File: src/rtl/sdadd_pkg.sv
package sdadd_pkg;

  // One radix-2 signed digit as a (plus, minus) bit pair; value = pos - neg.
  typedef struct packed {
    logic pos;
    logic neg;
  } sdig_t;

  function automatic int sd_val(input sdig_t d);
    return (d.pos ? 1 : 0) - (d.neg ? 1 : 0);
  endfunction

  // True when the digit value is 0 or +1 (a (1,1) pair counts as zero).
  function automatic logic sd_nonneg(input sdig_t d);
    return !(d.neg && !d.pos);
  endfunction

  // Canonical encoding of -1, 0, +1; larger magnitudes saturate.
  function automatic sdig_t sd_from_int(input int v);
    sdig_t r;
    r.pos = (v > 0);
    r.neg = (v < 0);
    return r;
  endfunction

endpackage

File: src/rtl/sd_full_cell.sv
module sd_full_cell
  import sdadd_pkg::*;
(
  input  sdig_t a,
  input  sdig_t b,
  input  logic  low_nonneg,
  output sdig_t w,
  output sdig_t t
);

  int psum;

  // Two-step rule: psum = 2*t + w. The choice for |psum| = 1 looks at the
  // sign of the next lower position, so that w and the incoming transfer
  // never share a nonzero sign.
  always_comb begin
    psum = sd_val(a) + sd_val(b);
    w = sd_from_int(0);
    t = sd_from_int(0);
    case (psum)
      2: begin
        t = sd_from_int(1);
      end
      -2: begin
        t = sd_from_int(-1);
      end
      1: begin
        if (low_nonneg) begin
          t = sd_from_int(1);
          w = sd_from_int(-1);
        end else begin
          w = sd_from_int(1);
        end
      end
      -1: begin
        if (low_nonneg) begin
          w = sd_from_int(-1);
        end else begin
          t = sd_from_int(-1);
          w = sd_from_int(1);
        end
      end
      default: begin
        w = sd_from_int(0);
        t = sd_from_int(0);
      end
    endcase
  end

endmodule

File: src/rtl/sd_zero_cell.sv
module sd_zero_cell
  import sdadd_pkg::*;
(
  input  sdig_t a,
  input  logic  low_nonneg,
  output sdig_t w,
  output sdig_t t
);

  logic is_plus;
  logic is_minus;

  // Same split as the full cell with the second operand tied to zero,
  // reduced to a few gates: the digit either stays or moves up one place.
  always_comb begin
    is_plus  = a.pos & ~a.neg;
    is_minus = a.neg & ~a.pos;
    t.pos    = is_plus & low_nonneg;
    t.neg    = is_minus & ~low_nonneg;
    w.pos    = (is_plus | is_minus) & ~low_nonneg;
    w.neg    = (is_plus | is_minus) & low_nonneg;
  end

endmodule

File: src/rtl/sd_top_fold.sv
module sd_top_fold
  import sdadd_pkg::*;
(
  input  sdig_t a_top,
  input  sdig_t t_in,
  input  sdig_t s_low,
  output sdig_t hi,
  output sdig_t lo
);

  int pair;

  // The leading position sees a_top + t_in in -2..2. Merged with the
  // finished digit below it, the pair weighs -5..5 units of 2^(N-2).
  // Inside the valid range it is -3..3, which two digits express, so
  // the outgoing carry is absorbed.
  always_comb begin
    pair = 2 * (sd_val(a_top) + sd_val(t_in)) + sd_val(s_low);
    if (pair >= 2) begin
      hi = sd_from_int(1);
      lo = sd_from_int(pair - 2);
    end else if (pair <= -2) begin
      hi = sd_from_int(-1);
      lo = sd_from_int(pair + 2);
    end else begin
      hi = sd_from_int(0);
      lo = sd_from_int(pair);
    end
  end

endmodule

File: src/rtl/sd_lead_reduced_adder.sv
module sd_lead_reduced_adder
  import sdadd_pkg::*;
#(
  parameter int N_DIGITS  = 16,
  parameter int ZERO_LEAD = 6
) (
  input  logic                          clk,
  input  logic                          rst,
  input  logic [N_DIGITS-1:0]           a_pos,
  input  logic [N_DIGITS-1:0]           a_neg,
  input  logic [N_DIGITS-ZERO_LEAD-1:0] b_pos,
  input  logic [N_DIGITS-ZERO_LEAD-1:0] b_neg,
  input  logic                          cin_pos,
  input  logic                          cin_neg,
  output logic [N_DIGITS-1:0]           s_pos,
  output logic [N_DIGITS-1:0]           s_neg
);

  localparam int B_DIGITS = N_DIGITS - ZERO_LEAD;
  localparam int TOP      = N_DIGITS - 1;
  localparam longint SUM_LIMIT = 3 * (longint'(1) << (N_DIGITS - 2));

  sdig_t a_d   [0:TOP];
  sdig_t b_d   [0:B_DIGITS-1];
  sdig_t w_d   [0:TOP-1];
  sdig_t t_d   [0:TOP];
  sdig_t s_c   [0:TOP-1];
  sdig_t s_fin [0:TOP];
  logic  low_ok [0:TOP-1];
  sdig_t cin_d;
  sdig_t fold_hi;
  sdig_t fold_lo;

  logic [N_DIGITS-1:0] s_pos_n;
  logic [N_DIGITS-1:0] s_neg_n;

  assign cin_d.pos = cin_pos;
  assign cin_d.neg = cin_neg;
  assign t_d[0]    = sd_from_int(sd_val(cin_d));

  for (genvar j = 0; j <= TOP; j++) begin : g_a_unpack
    assign a_d[j].pos = a_pos[j];
    assign a_d[j].neg = a_neg[j];
  end

  for (genvar j = 0; j < B_DIGITS; j++) begin : g_b_unpack
    assign b_d[j].pos = b_pos[j];
    assign b_d[j].neg = b_neg[j];
  end

  // Lookahead sign of the next lower position, used to pick each transfer.
  for (genvar j = 0; j < TOP; j++) begin : g_low
    if (j == 0) begin : g_from_cin
      assign low_ok[j] = sd_nonneg(cin_d);
    end else if (j - 1 < B_DIGITS) begin : g_from_both
      assign low_ok[j] = sd_nonneg(a_d[j-1]) & sd_nonneg(b_d[j-1]);
    end else begin : g_from_a
      assign low_ok[j] = sd_nonneg(a_d[j-1]);
    end
  end

  // Positions 0..TOP-1: full cells where B exists, zero cells above it.
  for (genvar j = 0; j < TOP; j++) begin : g_pos
    if (j < B_DIGITS) begin : g_full
      sd_full_cell u_cell (
        .a          (a_d[j]),
        .b          (b_d[j]),
        .low_nonneg (low_ok[j]),
        .w          (w_d[j]),
        .t          (t_d[j+1])
      );
    end else begin : g_zero
      sd_zero_cell u_cell (
        .a          (a_d[j]),
        .low_nonneg (low_ok[j]),
        .w          (w_d[j]),
        .t          (t_d[j+1])
      );
    end

    assign s_c[j] = sd_from_int(sd_val(w_d[j]) + sd_val(t_d[j]));

    // interim digit and incoming transfer never share a nonzero sign
    AST_NO_DOUBLE_SIGN: assert property (@(posedge clk) disable iff (rst)
      !((w_d[j].pos && t_d[j].pos) || (w_d[j].neg && t_d[j].neg)));
  end

  sd_top_fold u_fold (
    .a_top (a_d[TOP]),
    .t_in  (t_d[TOP]),
    .s_low (s_c[TOP-1]),
    .hi    (fold_hi),
    .lo    (fold_lo)
  );

  for (genvar j = 0; j <= TOP; j++) begin : g_fin
    if (j == TOP) begin : g_hi
      assign s_fin[j] = fold_hi;
    end else if (j == TOP - 1) begin : g_lo
      assign s_fin[j] = fold_lo;
    end else begin : g_mid
      assign s_fin[j] = s_c[j];
    end
  end

  always_comb begin
    for (int j = 0; j <= TOP; j++) begin
      s_pos_n[j] = s_fin[j].pos;
      s_neg_n[j] = s_fin[j].neg;
    end
  end

  always_ff @(posedge clk) begin
    if (rst) begin
      s_pos <= '0;
      s_neg <= '0;
    end else begin
      s_pos <= s_pos_n;
      s_neg <= s_neg_n;
    end
  end

  // ---------------- assertions ----------------
  function automatic longint vec_val(input logic [N_DIGITS-1:0] p,
                                     input logic [N_DIGITS-1:0] n);
    longint acc;
    acc = 0;
    for (int j = N_DIGITS - 1; j >= 0; j--) begin
      acc = 2 * acc + (p[j] ? 64'sd1 : 64'sd0) - (n[j] ? 64'sd1 : 64'sd0);
    end
    return acc;
  endfunction

  longint in_sum;
  logic   in_range;
  logic   chk_armed;

  always_comb begin
    in_sum = vec_val(a_pos, a_neg)
           + vec_val({{ZERO_LEAD{1'b0}}, b_pos}, {{ZERO_LEAD{1'b0}}, b_neg})
           + longint'(sd_val(cin_d));
    in_range = (in_sum <= SUM_LIMIT) && (in_sum >= -SUM_LIMIT);
  end

  always_ff @(posedge clk) begin
    if (rst) chk_armed <= 1'b0;
    else     chk_armed <= 1'b1;
  end

  AST_RESET_CLEAR: assert property (@(posedge clk)
    rst |=> (s_pos == '0 && s_neg == '0));

  AST_CANON_OUT: assert property (@(posedge clk) disable iff (rst)
    (s_pos & s_neg) == '0);

  AST_SUM_VALUE: assert property (@(posedge clk) disable iff (rst)
    (chk_armed && $past(in_range)) |-> (vec_val(s_pos, s_neg) == $past(in_sum)));

endmodule

File: config.mk
export PLATFORM = sky130hd
export DESIGN_NAME = sd_lead_reduced_adder
export DESIGN_NICKNAME = d
export VERILOG_FILES = /design/src/rtl/sdadd_pkg.sv /design/src/rtl/sd_full_cell.sv /design/src/rtl/sd_zero_cell.sv /design/src/rtl/sd_top_fold.sv /design/src/rtl/sd_lead_reduced_adder.sv
export SDC_FILE = /design/constraint.sdc
export NUM_CORES = 1
export LEC_CHECK = 0
export ABC_AREA = 1
export BUFFER_PORTS_ARGS = -buffer_cell sky130_fd_sc_hd__buf_2
export CAP_MARGIN = 20
export CORE_MARGIN = 5
export CORE_UTILIZATION = 56
export DETAILED_ROUTE_END_ITERATION = 12
export PLACE_DENSITY = 0.92
export SYNTH_ARGS = -nofsm -noshare
export SYNTH_HDL_FRONTEND = slang
export SYNTH_SLANG_ARGS = --single-unit
File: constraint.sdc
create_clock -name clk -period 4.1 [get_ports clk]
set_input_delay 0.82 -clock clk [delete_from_list [all_inputs] [get_ports clk]]
set_output_delay 0.82 -clock clk [all_outputs]
set_load 0.05 [all_outputs]
# == After elaboration in Yosys (flattened, before gate mapping) ==
# Index checks and enable logic that the tools add are counted.
# totals
reg_bits,32
latch_bits,0
ramBits,0
rom_bits,0
mem_count,0
# classes
addsub,83
multipliers,0
div_mod_pow,0
order_cmp,40
eq_ne,40
shift,0
muxes,162
n_bitwise,56
n_reduce_logical,85
# ops
op,count
$sub 32x32->32,21
$eq 32x32->1 const B,20
$add 32x32->32,11
$eq 32x1->1 const B,10
$eq 32x2->1 const B,10
$gt 32x1->1 const B,4
$lt 32x1->1 const B,4
$mux 1,119
$pmux 2 s4,10
$mux 2,33
$sub 1x1->2,31
$sub 31x31->31,2
$logic_not 1->1,49
$add 2x2->3,15
$gt 3x1->1 const B,15
$lt 3x1->1 const B,15
$and 1x1->1,40
$add 32x3->32 const B,1
$ge 32x3->1 const B,1
$le 32x2->1 const B,1
$sub 32x3->32 const B,1
$add 31x31->31,1
$logic_and 1x1->1,25
$reduce_or 2->1,11
2 further kinds,16

# == Depth between registers and ports, before layout ==
# depth
depth_word,15
ltp_mapped,22
depth_no_buf,22

# == Cells and area by module ==
# From an unflattened synthesis, not the netlist that was laid out.
# hier_totals
cells_unflattened,773
hier_area_um2,4938.5
# by_module_without_submodules
module,instances,cells_per_inst,area_per_inst_um2
sd_lead_reduced_adder,1,334,2496.1
sd_full_cell,10,20,113.9
sd_top_fold,1,184,997.2
sd_zero_cell,5,11,61.3

# == Least setup slack after synthesis ==
# OpenSTA, ideal clock, no wires.
# synth_path
path_type,in2reg
startpoint,input a_pos[13]
endpoint,register s_pos[14]
t_arrival_ns,3.481
required_time_ns,3.984
slack_ns,0.503
path_stages,22
path_buffers,0
cell_sequence,inv_1 > ha_1 > nand2_1 > inv_1 > fa_1 > inv_1 > ha_1 > inv_1 > ha_1 > inv_1 > fa_1 > inv_2 > ha_1 > inv_1 > nor2_1 > nand2_1 > nor2_1 > nand2_1 > nand2_1 > nand2_2 > nand2_2 > nor2_2
# synth_via
elab_chain_len,15
word_cells_on_any_way,38
classes_between,9 x add/sub; 7 x order compare; 10 x mux; 9 x bitwise; 3 x reduce/logical
# synth_rtl
item,line_no,rtl
start: declaration,sd_lead_reduced_adder.sv:9,"input logic [N_DIGITS-1:0] a_pos,"
$logic_not 1->1,sdadd_pkg.sv:15,return !(d.neg && !d.pos);
$logic_and 1x1->1,sdadd_pkg.sv:15,
$logic_not 1->1,sdadd_pkg.sv:15,
$and 1x1->1,sd_zero_cell.sv:21,w.neg = (is_plus | is_minus) & low_nonneg;
$mux 1,sdadd_pkg.sv:10,return (d.pos ? 1 : 0) - (d.neg ? 1 : 0);
$sub 1x1->2,sdadd_pkg.sv:10,
$add 2x2->3,sd_lead_reduced_adder.sv:81,assign s_c[j] = sd_from_int(sd_val(w_d[j]) + sd_val(t_d[j]));
$gt 3x1->1 or $lt 3x1->1 (tied branches),"sdadd_pkg.sv:21, sdadd_pkg.sv:22",
$mux 1,sdadd_pkg.sv:10,
$sub 32x32->32,sdadd_pkg.sv:10,
$add 32x32->32 (*),sd_top_fold.sv:18,pair = 2 * (sd_val(a_top) + sd_val(t_in)) + sd_val(s_low);
$add 32x3->32,sd_top_fold.sv:24,lo = sd_from_int(pair + 2);
$gt 32x1->1,sdadd_pkg.sv:21,r.pos = (v > 0);
$mux 2,sd_top_fold.sv:22,end else if (pair <= -2) begin
$mux 2 (*),sd_top_fold.sv:19,if (pair >= 2) begin
end signal: assignment,sd_lead_reduced_adder.sv:118,s_pos <= s_pos_n;
end: declaration,sd_lead_reduced_adder.sv:15,"output logic [N_DIGITS-1:0] s_pos,"
# Mark *: on every way between the ends. The rest lies on a longest branch, timed or not.
# A chain may end at the register's enable or synchronous reset.

# == Final worst setup path ==
# Same ends and word-level chain as after synthesis.

==> qor.yml <==
outcome: "complete, no violations"
htree_levels: 2
synth_top_cell_by_area: "ha_1"
worst_pin_slew_ns: 0.595
initial_core_util: 0.571
num_antenna_cells: 0
synth_area_leaders: "ha_1 (22%), fa_1 (21%), dfxtp_1 (17%)"
synth_area_um2: 3850
clk_pin_slew_ns: 0.07
crit_fanout: 5
drive_above_1_share: 0.184
synth_seq_cells: 32
grt_setup_unrepaired: "no"
grt_antenna_before_repair: 0
drc: 0
slowest_stage: "fa_1"
fillers: 558
post_cts_resized: 0
report.final.hold_viol_count: 0
crit_required_ns: 4.27
crit_path_max_incr_delay_ns: 0.51
wl_mm: 7.82
antenna_left: 0
hpwl_mm: 6.80
first_pass_iters: 4
fmax_mhz: 279
arrival_ns: 3.76
gp_congestion: 0.860
drt_iter0_markers: 53
hold_class: "in2reg"
cts_sinks: 32
grt_overflow_total: 0
ctsHoldBuffers: 0
cts_tree: "yes"
area_delta_synth_final_pct: 15.5
grt_pass1_wl_mm: 13.4
yosysWarnings: 0
leakage_nw: 2.59
synthCells: 500
path_cells: "buf_2 > inv_1 > ha_1 > inv_1 > nand2_1 > fa_1 > inv_1 > ha_1 > inv_1 > ha_1 > inv_1 > fa_1 > inv_2 > ha_1 > inv_1 > nor2_1 > nand2_1 > nor2_1 > nand2_1 > nand2_1 > nand2_2 > nand2_2 > nor2_2"
wl_per_cell_um: 11.7
port_buffers: 87
cap_violations: 0
max_slew_margin: 0.603
finalSetupViolations: 0
grt_pass1_vias: 3336
io_pins: 88
fin_nets: 755
synth_commonest_cells: "inv_1 (146), nor2_1 (72), ha_1 (67)"
placed_cell_area_um2: 4380
grtUsageTotal: 0.187
tns_ns: 0
ys_seq_area_frac: 0.166
synth_most_common_cell: "inv_1"
final_util: 0.659
worstSetupPathType: "in2reg"
period_needed_ns: 3.59
final_cell_area_um2: 4450
vias: 3237
synth_top_area_share: 0.217
die_area_um2: 8640
synth_cell_types: 22
synthFlopType: "dfxtp_1"
coreArea_um2: 6760
post_cts_buffers: 0
rows: 30
start_kind: "input pin"
cts-root-buf: "clkbuf_8"
async_flop_share: 0
cts_buffers: 5
peakVddDrop_mv: 0.237
worstSetupStartpoint: "a_pos[13]"
synthesis.nets: 664
grt_max_degree: 29
power_density_nw_per_um2: 370
hp-start: "rst"
die_w_um: 93.0
fin_crit_sh: 0.875
synth-edff-count: 0
die_h_um: 93.0
worst_path_most_repeated_cell: "inv_1"
end_kind: "flop"
slew_viol_final: 0
clock_path_buffers: 2
synth_area_per_cell_um2: 7.71
viasPerCell: 4.82
-- layout make-up --
class,count,area (µm²),area share
clock buffers,6,72.6,0.0163
clock inverters,1,5.00,0.00112
inverters,150,563,0.126
multi-input cells,315,2640,0.592
flip-flops and latches,32,641,0.144
well taps,80,100,0.0225
repair buffers,87,435,0.0978
-- metrics by stage --
stage | power (W) | hold slack, ns | cells | worst slack (ns)
6_report | 0.00165 | 1.02 | 671 | 0.512
5_1_grt | 0.00181 | 1.04 | 671 | 0.270
4_1_cts | 0.00166 | 1.02 | 671 | 0.514
3_5_place_dp | 0.00141 | 1.29 | 664 | 0.222
3_3_place_gp | 0.00136 | 1.29 | 664 | 0.313
2_1_floorplan | 0.00118 | 1.09 | 500 | 0.503
-- per-layer routing --
metal / up-vias / track usage / part of all wire
met1: 1497 / 0.203 / 0.40
met5: - / 0 / 0
met4: 0 / 0.0366 / 0.011
met2: 75 / 0.369 / 0.55
li1: 1654 / - / -
met3: 11 / 0.0418 / 0.048
-- where the power goes --
| group | switching [W] | leakage (nW) | internal [W] | total (W) |
|---|---|---|---|---|
| Sequential | 0.0000162 | 0.265 | 0.000376 | 0.000393 |
| Combinational | 0.000680 | 2.28 | 0.000339 | 0.00102 |
| Clock | 0.000120 | 0.0410 | 0.000116 | 0.000236 |
| Total | 0.000816 | 2.59 | 0.000831 | 0.00165 |
-- worst paths after layout --
check / slack [ns] / cells past startpoint / end
worst max-delay path: 0.51 / 23 / s_pos[14]$_SDFF_PP0_
worst min-delay path: 1.02 / 2 / s_neg[5]$_SDFF_PP0_
-- cells in the final DEF (no fill, tap or decap) --
| master | Yosys | routed |
|---|---|---|
| o21ai_1 | 5 | 5 |
| nand3_1 | 7 | 7 |
| nor2_2 | 5 | 5 |
| nor3_1 | 24 | 24 |
| nand4_1 | 1 | 1 |
| o211ai_1 | 4 | 4 |
| o21ai_0 | 10 | 10 |
| a21oi_1 | 10 | 10 |
| dfxtp_1 | 32 | 32 |
| or2_2 | 4 | 4 |
| fa_1 | 41 | 41 |
| o221ai_1 | 1 | 1 |
| or2_1 | 8 | 8 |
| buf_2 | 3 | 87 |
| clkbuf_1 | 0 | 1 |
| nand2_1 | 39 | 39 |
| ha_1 | 67 | 67 |
| inv_2 | 4 | 4 |
| nand2_2 | 3 | 3 |
| o22ai_1 | 5 | 5 |
| inv_1 | 146 | 146 |
| clkinv_2 | 0 | 1 |
| nor2_1 | 72 | 72 |
| clkbuf_8 | 0 | 5 |
| xnor2_1 | 9 | 9 |
-- worst max-delay path: cells and delay by family --
| kind | cells | cell delay, ns |
|---|---|---|
| AND/OR/NAND/NOR | 9 | 0.53 |
| adder cells (fa/ha/maj) | 6 | 1.86 |
| buffers and inverters | 8 | 0.54 |
-- registers in the layout, summed over array words and instances (netlist names) --
register  count
s_neg        16
s_pos        16
-- cell families after synthesis --
kind of cell / after synthesis / synth area share
and+or+nand+nor: 163 / 0.182
buffers and inverters: 153 / 0.150
adders and majority gates: 108 / 0.430
AOI/OAI and AO/OA: 35 / 0.0506
DFF: 32 / 0.166
xor gates and xnor gates: 9 / 0.0204
Power figures use the tool's default switching activity.
